`src/rtl/dwt_ml_pkg.sv`:
```
package dwt_ml_pkg;
   localparam real LIFT_A = -1.586134;
   localparam real LIFT_B = -0.052980;
   localparam real LIFT_G =  0.882911;
   localparam real LIFT_D =  0.443507;
   localparam real GAIN_K =  1.149604;

   // nearest integer to c * 2^f (SV real-to-int cast rounds half away from zero)
   function automatic int coef_q(real c, int f);
      return int'(c * (2.0 ** f));
   endfunction
endpackage

```
`src/rtl/dwt_ml_pe.sv`:
```
module dwt_ml_pe #(
   parameter int W = 16,
   parameter int F = 10
) (
   input  logic signed [W-1:0] e,
   input  logic signed [W-1:0] o,
   input  logic [4*W-1:0]      st_cur,
   output logic [4*W-1:0]      st_nxt,
   output logic signed [W-1:0] lo,
   output logic signed [W-1:0] hi
);
   import dwt_ml_pkg::*;

   localparam int QA  = coef_q(LIFT_A, F);
   localparam int QB  = coef_q(LIFT_B, F);
   localparam int QG  = coef_q(LIFT_G, F);
   localparam int QD  = coef_q(LIFT_D, F);
   localparam int QK  = coef_q(GAIN_K, F);
   localparam int QKI = coef_q(1.0 / GAIN_K, F);
   localparam int PW  = W + 32;
   localparam logic signed [PW-1:0] HALF = {{(PW-1){1'b0}}, 1'b1} << (F-1);

   function automatic logic signed [W-1:0] mulr(logic signed [W-1:0] x, int c);
      logic signed [PW-1:0] xe, ce, pr;
      xe = {{32{x[W-1]}}, x};
      ce = {{W{c[31]}}, c};
      pr = (xe * ce + HALF) >>> F;
      return pr[W-1:0];
   endfunction

   logic signed [W-1:0] p, q, u, v;
   logic signed [W-1:0] pa, pb, pg, pd, d1, s1, d2, s2;

   assign p = st_cur[0*W +: W];
   assign q = st_cur[1*W +: W];
   assign u = st_cur[2*W +: W];
   assign v = st_cur[3*W +: W];

   always_comb begin
      pa = mulr(e, QA);
      d1 = p + pa;
      pb = mulr(d1, QB);
      s1 = q + pb;
      pg = mulr(s1, QG);
      d2 = u + pg;
      pd = mulr(d2, QD);
      s2 = v + pd;
      lo = mulr(s2, QK);
      hi = mulr(d2, QKI);
   end

   assign st_nxt = {s1 + pd, d1 + pg, e + pb, o + pa};
endmodule

```
`src/rtl/dwt_ml_spram.sv`:
```
module dwt_ml_spram #(
   parameter int DEPTH = 8,
   parameter int DW    = 64
) (
   input  logic                     clk,
   input  logic                     en,
   input  logic                     we,
   input  logic [$clog2(DEPTH)-1:0] addr,
   input  logic [DW-1:0]            wdata,
   output logic [DW-1:0]            rdata
);
   logic [DW-1:0] mem [DEPTH];

   always_ff @(posedge clk) begin
      if (en) begin
         if (we) mem[addr] <= wdata;
         else    rdata     <= mem[addr];
      end
   end
endmodule

```
`src/rtl/dwt_ml_fold.sv`:
```
module dwt_ml_fold #(
   parameter int W  = 16,
   parameter int CW = 3
) (
   input  logic            clk,
   input  logic            rst_n,
   input  logic            pe_v,
   input  logic            pe_first,
   input  logic            pe_last,
   input  logic            pe_top,
   input  logic [CW-1:0]   pe_col,
   input  logic [4*W-1:0]  rd_data,
   input  logic            rd_busy,
   input  logic [4*W-1:0]  nxt,
   output logic [4*W-1:0]  cur,
   output logic            wr_en,
   output logic [CW-1:0]   wr_col,
   output logic [4*W-1:0]  wr_data
);
   logic [4*W-1:0] st_q;
   logic           pend;

   always_comb begin
      if (pe_first) cur = pe_top ? '0 : rd_data;
      else          cur = st_q;
   end

   always_ff @(posedge clk or negedge rst_n) begin
      if (!rst_n) begin
         st_q   <= '0;
         pend   <= 1'b0;
         wr_col <= '0;
      end else begin
         if (pe_v) st_q <= nxt;
         if (pe_v && pe_last) begin
            pend   <= 1'b1;
            wr_col <= pe_col;
         end else if (wr_en) begin
            pend <= 1'b0;
         end
      end
   end

   assign wr_en   = pend && !rd_busy;
   assign wr_data = st_q;

   // idle cycles leave the folded state untouched
   a_r7_hold_idle: assert property (@(posedge clk) disable iff (!rst_n)
      !pe_v |=> $stable(st_q));
   // a write displaced by a read is issued on the very next cycle
   a_r5_defer_once: assert property (@(posedge clk) disable iff (!rst_n)
      (pend && rd_busy && !(pe_v && pe_last)) |=> wr_en);
endmodule

```
`src/rtl/dwt_ml_col.sv`:
```
module dwt_ml_col #(
   parameter int N    = 2,
   parameter int COLS = 8,
   parameter int W    = 16,
   parameter int F    = 10
) (
   input  logic                      clk,
   input  logic                      rst_n,
   input  logic                      in_valid,
   input  logic [$clog2(COLS)-1:0]   in_col,
   input  logic                      in_top,
   input  logic signed [W-1:0]       in_even,
   input  logic signed [W-1:0]       in_odd,
   output logic                      out_valid,
   output logic signed [W-1:0]       out_low,
   output logic signed [W-1:0]       out_high
);
   localparam int CW = $clog2(COLS);
   localparam int PH = $clog2(N);
   localparam int SW = 4 * W;

   if (N != 2 && N != 4) begin : g_bad_n
      $error("group length N must be 2 or 4");
   end
   if (F < 1 || F >= W) begin : g_bad_f
      $error("fraction bits F must lie in 1..W-1");
   end

   logic [PH-1:0]       ph_q;
   logic                ram_re;
   logic                pe_v, pe_top;
   logic [PH-1:0]       pe_ph;
   logic [CW-1:0]       pe_col;
   logic signed [W-1:0] pe_e, pe_o;
   logic [SW-1:0]       st_cur, st_nxt, rd_data, wr_data;
   logic                wr_en;
   logic [CW-1:0]       wr_col;
   logic signed [W-1:0] lo, hi;
   logic                pe_first, pe_last;

   // group phase counter: variant picked by N
   if ((N & (N - 1)) == 0) begin : g_ph_wrap
      always_ff @(posedge clk or negedge rst_n) begin
         if (!rst_n)        ph_q <= '0;
         else if (in_valid) ph_q <= ph_q + 1'b1;
      end
   end else begin : g_ph_cmp
      always_ff @(posedge clk or negedge rst_n) begin
         if (!rst_n)        ph_q <= '0;
         else if (in_valid) ph_q <= (ph_q == PH'(N-1)) ? '0 : ph_q + 1'b1;
      end
   end

   assign ram_re = in_valid && (ph_q == '0);

   always_ff @(posedge clk or negedge rst_n) begin
      if (!rst_n) begin
         pe_v   <= 1'b0;
         pe_top <= 1'b0;
         pe_ph  <= '0;
         pe_col <= '0;
         pe_e   <= '0;
         pe_o   <= '0;
      end else begin
         pe_v <= in_valid;
         if (in_valid) begin
            pe_ph  <= ph_q;
            pe_col <= in_col;
            pe_e   <= in_even;
            pe_o   <= in_odd;
            if (ph_q == '0) pe_top <= in_top;
         end
      end
   end

   assign pe_first = (pe_ph == '0);
   assign pe_last  = (pe_ph == PH'(N-1));

   dwt_ml_spram #(.DEPTH(COLS), .DW(SW)) u_buf (
      .clk   (clk),
      .en    (ram_re || wr_en),
      .we    (wr_en),
      .addr  (wr_en ? wr_col : in_col),
      .wdata (wr_data),
      .rdata (rd_data)
   );

   dwt_ml_fold #(.W(W), .CW(CW)) u_fold (
      .clk      (clk),
      .rst_n    (rst_n),
      .pe_v     (pe_v),
      .pe_first (pe_first),
      .pe_last  (pe_last),
      .pe_top   (pe_top),
      .pe_col   (pe_col),
      .rd_data  (rd_data),
      .rd_busy  (ram_re),
      .nxt      (st_nxt),
      .cur      (st_cur),
      .wr_en    (wr_en),
      .wr_col   (wr_col),
      .wr_data  (wr_data)
   );

   dwt_ml_pe #(.W(W), .F(F)) u_pe (
      .e      (pe_e),
      .o      (pe_o),
      .st_cur (st_cur),
      .st_nxt (st_nxt),
      .lo     (lo),
      .hi     (hi)
   );

   always_ff @(posedge clk or negedge rst_n) begin
      if (!rst_n) begin
         out_valid <= 1'b0;
         out_low   <= '0;
         out_high  <= '0;
      end else begin
         out_valid <= pe_v;
         if (pe_v) begin
            out_low  <= lo;
            out_high <= hi;
         end
      end
   end

   // one access per cycle on the line buffer
   a_r5_single_port: assert property (@(posedge clk) disable iff (!rst_n)
      !(ram_re && wr_en));
   // the buffer read is consumed by the first step of a group
   a_r4_read_feeds_group: assert property (@(posedge clk) disable iff (!rst_n)
      ram_re |=> (pe_v && pe_first));
   // every processed pair yields one output
   a_r2_out_follows: assert property (@(posedge clk) disable iff (!rst_n)
      pe_v |=> out_valid);
   // all pairs of a group belong to one column
   a_r3_group_column: assert property (@(posedge clk) disable iff (!rst_n)
      (pe_v && !pe_first) |-> (pe_col == $past(pe_col)));
endmodule

```
`config.mk`:
```
export PLATFORM = sky130hd
export DESIGN_NAME = dwt_ml_col
export DESIGN_NICKNAME = d
export VERILOG_FILES = /design/src/rtl/dwt_ml_pkg.sv /design/src/rtl/dwt_ml_pe.sv /design/src/rtl/dwt_ml_spram.sv /design/src/rtl/dwt_ml_fold.sv /design/src/rtl/dwt_ml_col.sv
export SDC_FILE = /design/constraint.sdc
export NUM_CORES = 2
export LEC_CHECK = 0
export BUFFER_PORTS_ARGS = -buffer_cell sky130_fd_sc_hd__buf_2
export CORE_ASPECT_RATIO = 0.75
export CORE_UTILIZATION = 35
export CTS_BUF_LIST = sky130_fd_sc_hd__clkbuf_16
export DETAILED_ROUTE_END_ITERATION = 10
export GPL_ROUTABILITY_DRIVEN = 1
export PLACE_DENSITY = 0.57
export SLEW_MARGIN = 20
export SYNTH_ARGS = -nofsm -noshare
export SYNTH_HDL_FRONTEND = slang
export SYNTH_SLANG_ARGS = --single-unit
```
`constraint.sdc`:
```
create_clock -name clk -period 31.4 [get_ports clk]
set_clock_uncertainty 0.15 [all_clocks]
set_input_delay 3.14 -clock clk [delete_from_list [all_inputs] [get_ports clk]]
set_output_delay 3.14 -clock clk [all_outputs]
set_load 0.01 [all_outputs]
```
==> run summary <==
Status: finished, final reports clean
Worst slew pin tran: 1.04 ns
Final weighted congestion in routability-driven placement: 0.896
Unrepaired setup endpoints after global routing: false
Synth area leader: edfxtp_1
Placed cell areas: 51000 µm²
Io pins: 72
Slowest-stage cell, CP: o41ai_1
Arrival time worst endpoint: 29.84 ns
Share of cells above drive strength 1: 0.0803
Area Growth Syn to Fin: 10.0%
Post-DRT Antenna Nets: 0
Mapped Area: 48400 µm²
Clock Latency Late Sink: 0.68 ns
Starting Density: 0.355
Final Hold Fails: 0
#FFs+latches synth: 716
Final Cycle Share: 0.936
Clock Path Buffers: 3
Post-route cell area: 53200 µm²
Layout net count: 5317
Starting DRT DRC Count: 2376
Congestion Overflow GR: 0
PortBufs: 71
Post-synth EDFFs: 576
Core Area: 136000 µm²
WHS Path Cells: 1
CP Launch Type: flip-flop
Post-Place Setup Slack: 1.82 ns
Top cells by area, synth: edfxtp_1, ha_1, fa_1
Placed Cells: 6297
Setup TNS: 0 ns
Final setup viols: 0
Largest net degree at the start of global routing: 135
Required @ worst endpoint: 31.86 ns
Crit Path Max Fanout: 16
F_max: 0.0340 GHz
FF-to-FF path depth: 113
Drt wl/cell: 19.2 µm
# Post-CTS Setup Buffers: 0
Vias in the first global route: 31.9k
TritonCTS Buffers: 71
Initial antenna violation count: 4
Fillers: 13.3k
Die height: 324 µm
Crit path buf inv count: 11
TritonCTS clock tree: done
Most used DFF post-synth: edfxtp_1
H-tree depth: 3
Die Area: 140000 µm²
Hpwl dp: 84400 µm
DRT Wirelength: 124000 µm
# DRC: 0
Root Driver: clkbuf_16
Slew Viols, Final: 0
Cell count after synthesis: 4486
Post-Syn Area per Cell: 10.8 µm²
Synth Warn #: 0
Row Count: 117
Async set-reset flop share out of synthesis: 0.196
Slew HR: 0.304
Tmin final: 29.39 ns
Die Width: 431 µm
Router iterations before antenna repair: 5
Seq/Total Area, Yosys: 0.430
Worst setup margin: 2.01 ns
First-pass GRT wire length: 191000 µm
GR Util All Layers: 0.178
WS Path Type: flip-flop to flip-flop
Multi-input logic area: 25400 µm²
Worst setup EP type: flip-flop
Crit path largest cell delay: 0.63 ns
Clk sinks: 716
Min-delay worst type: flip-flop to flip-flop
# Max-Cap Violations: 0
Vias: 32.7k
Reg area: 20800 µm²
Library cells used by synthesis: 87
Most used cell along the critical path: ha_1
Post-Syn Nets: 5277
CP top delay family: adder cells
Final cell count without fillers: 6428
Clock slew at reported path FFs: 0.07 ns
Cell depth of the worst setup path: 113
Synth top area share: 0.357
Via density: 5.09
per-layer routing:
metal  global-route usage  share of wire  wire length (µm)
met1                0.270           0.50             61900
met3               0.0318          0.055              6840
met5                    0       0.000057                 7
met2                0.259           0.42             51900
met4               0.0481          0.024              2980
final cells by class:
type,count,area share
multi-input cells,3140,0.477
well taps,1844,0.0433
clock buffers,72,0.0338
inverters,481,0.0340
diodes,1,0.0000470
clock inverters,58,0.00780
flip-flops and latches,716,0.391
repair buffers,116,0.0137
final timing paths:
path                          endpoint  slack (ns)   startpoint
setup / recovery           out_low[15]        2.01      pe_e[4]
hold / removal             out_high[0]        0.33  out_high[0]
setup reg to reg           out_low[15]        2.01      pe_e[4]
hold reg to reg            out_high[0]        0.33  out_high[0]
max in group asynchronous      pe_last       27.61        rst_n
min in group asynchronous  out_high[2]        2.30        rst_n
synthesized netlist by cell type (17+ instances only):
master and instances:
xor2_1 90, and3_1 20, a21oi_1 135, ha_1 510, clkbuf_1 129, nand3_1 362, xnor2_1 177, a21o_1 51
edfxtp_1 576, o21a_1 34, o21ai_0 157, nand2_1 687, inv_1 477, fa_1 242, nor2_1 137, a22o_1 58
o21bai_1 36, mux2_2 95, buf_1 17, dfrtp_1 140, and2_1 20, nor3_1 56, nor2b_1 23
through the flow:
step | hold slack (ns) | utilization
6_report | 0.326 | 0.390
5_1_grt | 0.340 | 0.390
3_5_place_dp | 0.317 | 0.374
3_3_place_gp | 0.309 | 0.374
4_1_cts | 0.329 | 0.390
2_1_floorplan | 0.229 | -
repair_timing:
action	CTS	global route
hold buffers	0	0
endpoints found under the setup margin	0	2
resized for setup	0	8
layout by cell type (no fill, tap or decap), types with 11 or more instances in the layout:
master / netlist / final
o21a_1: 34 / 34
dfrtp_1: 140 / 138
nand2b_1: 14 / 14
nor3_1: 56 / 52
mux2_2: 95 / 94
o21ai_0: 157 / 157
and3_1: 20 / 20
xnor2_1: 177 / 174
and2_1: 20 / 19
nand2_1: 687 / 686
clkinv_1: 1 / 14
nand3_1: 362 / 362
o21ai_1: 11 / 11
a21boi_0: 15 / 15
a21oi_1: 135 / 134
clkinv_2: 0 / 12
buf_2: 3 / 70
o21bai_1: 36 / 36
fa_1: 242 / 242
nor2b_1: 23 / 23
nand4_1: 15 / 15
edfxtp_1: 576 / 576
a21o_1: 51 / 51
clkbuf_16: 0 / 72
buf_4: 0 / 43
xor2_1: 90 / 89
nor2_1: 137 / 132
inv_1: 477 / 494
a22o_1: 58 / 58
a211oi_1: 15 / 15
ha_1: 510 / 510
sequential cells by signal, summed over array words and instances, names as in the netlist, 3 cells and up:
signal	flops
u_fold.wr_data	64
pe_e	16
pe_col	3
out_low	16
u_buf.mem	512
pe_o	16
out_high	16
u_buf.rdata	64
u_fold.wr_col	3
cell families (layout without fill, tap and decap cells):
family                     after synthesis  count (layout)  share of synthesized area
AOI/OAI and AO/OA                      609             609                     0.0828
xor gates and xnor gates               274             274                     0.0516
adders and majority gates              756             756                      0.233
buffers and inverters                  630             727                     0.0490
DFF                                    716             716                      0.430
muxes                                  109             109                     0.0258
other                                    0               1                          0
and+or+nand+nor                       1392            1392                      0.128
Power is not shown: default switching activity piles up to over one toggle a cycle in this logic, so the estimate is an artifact.
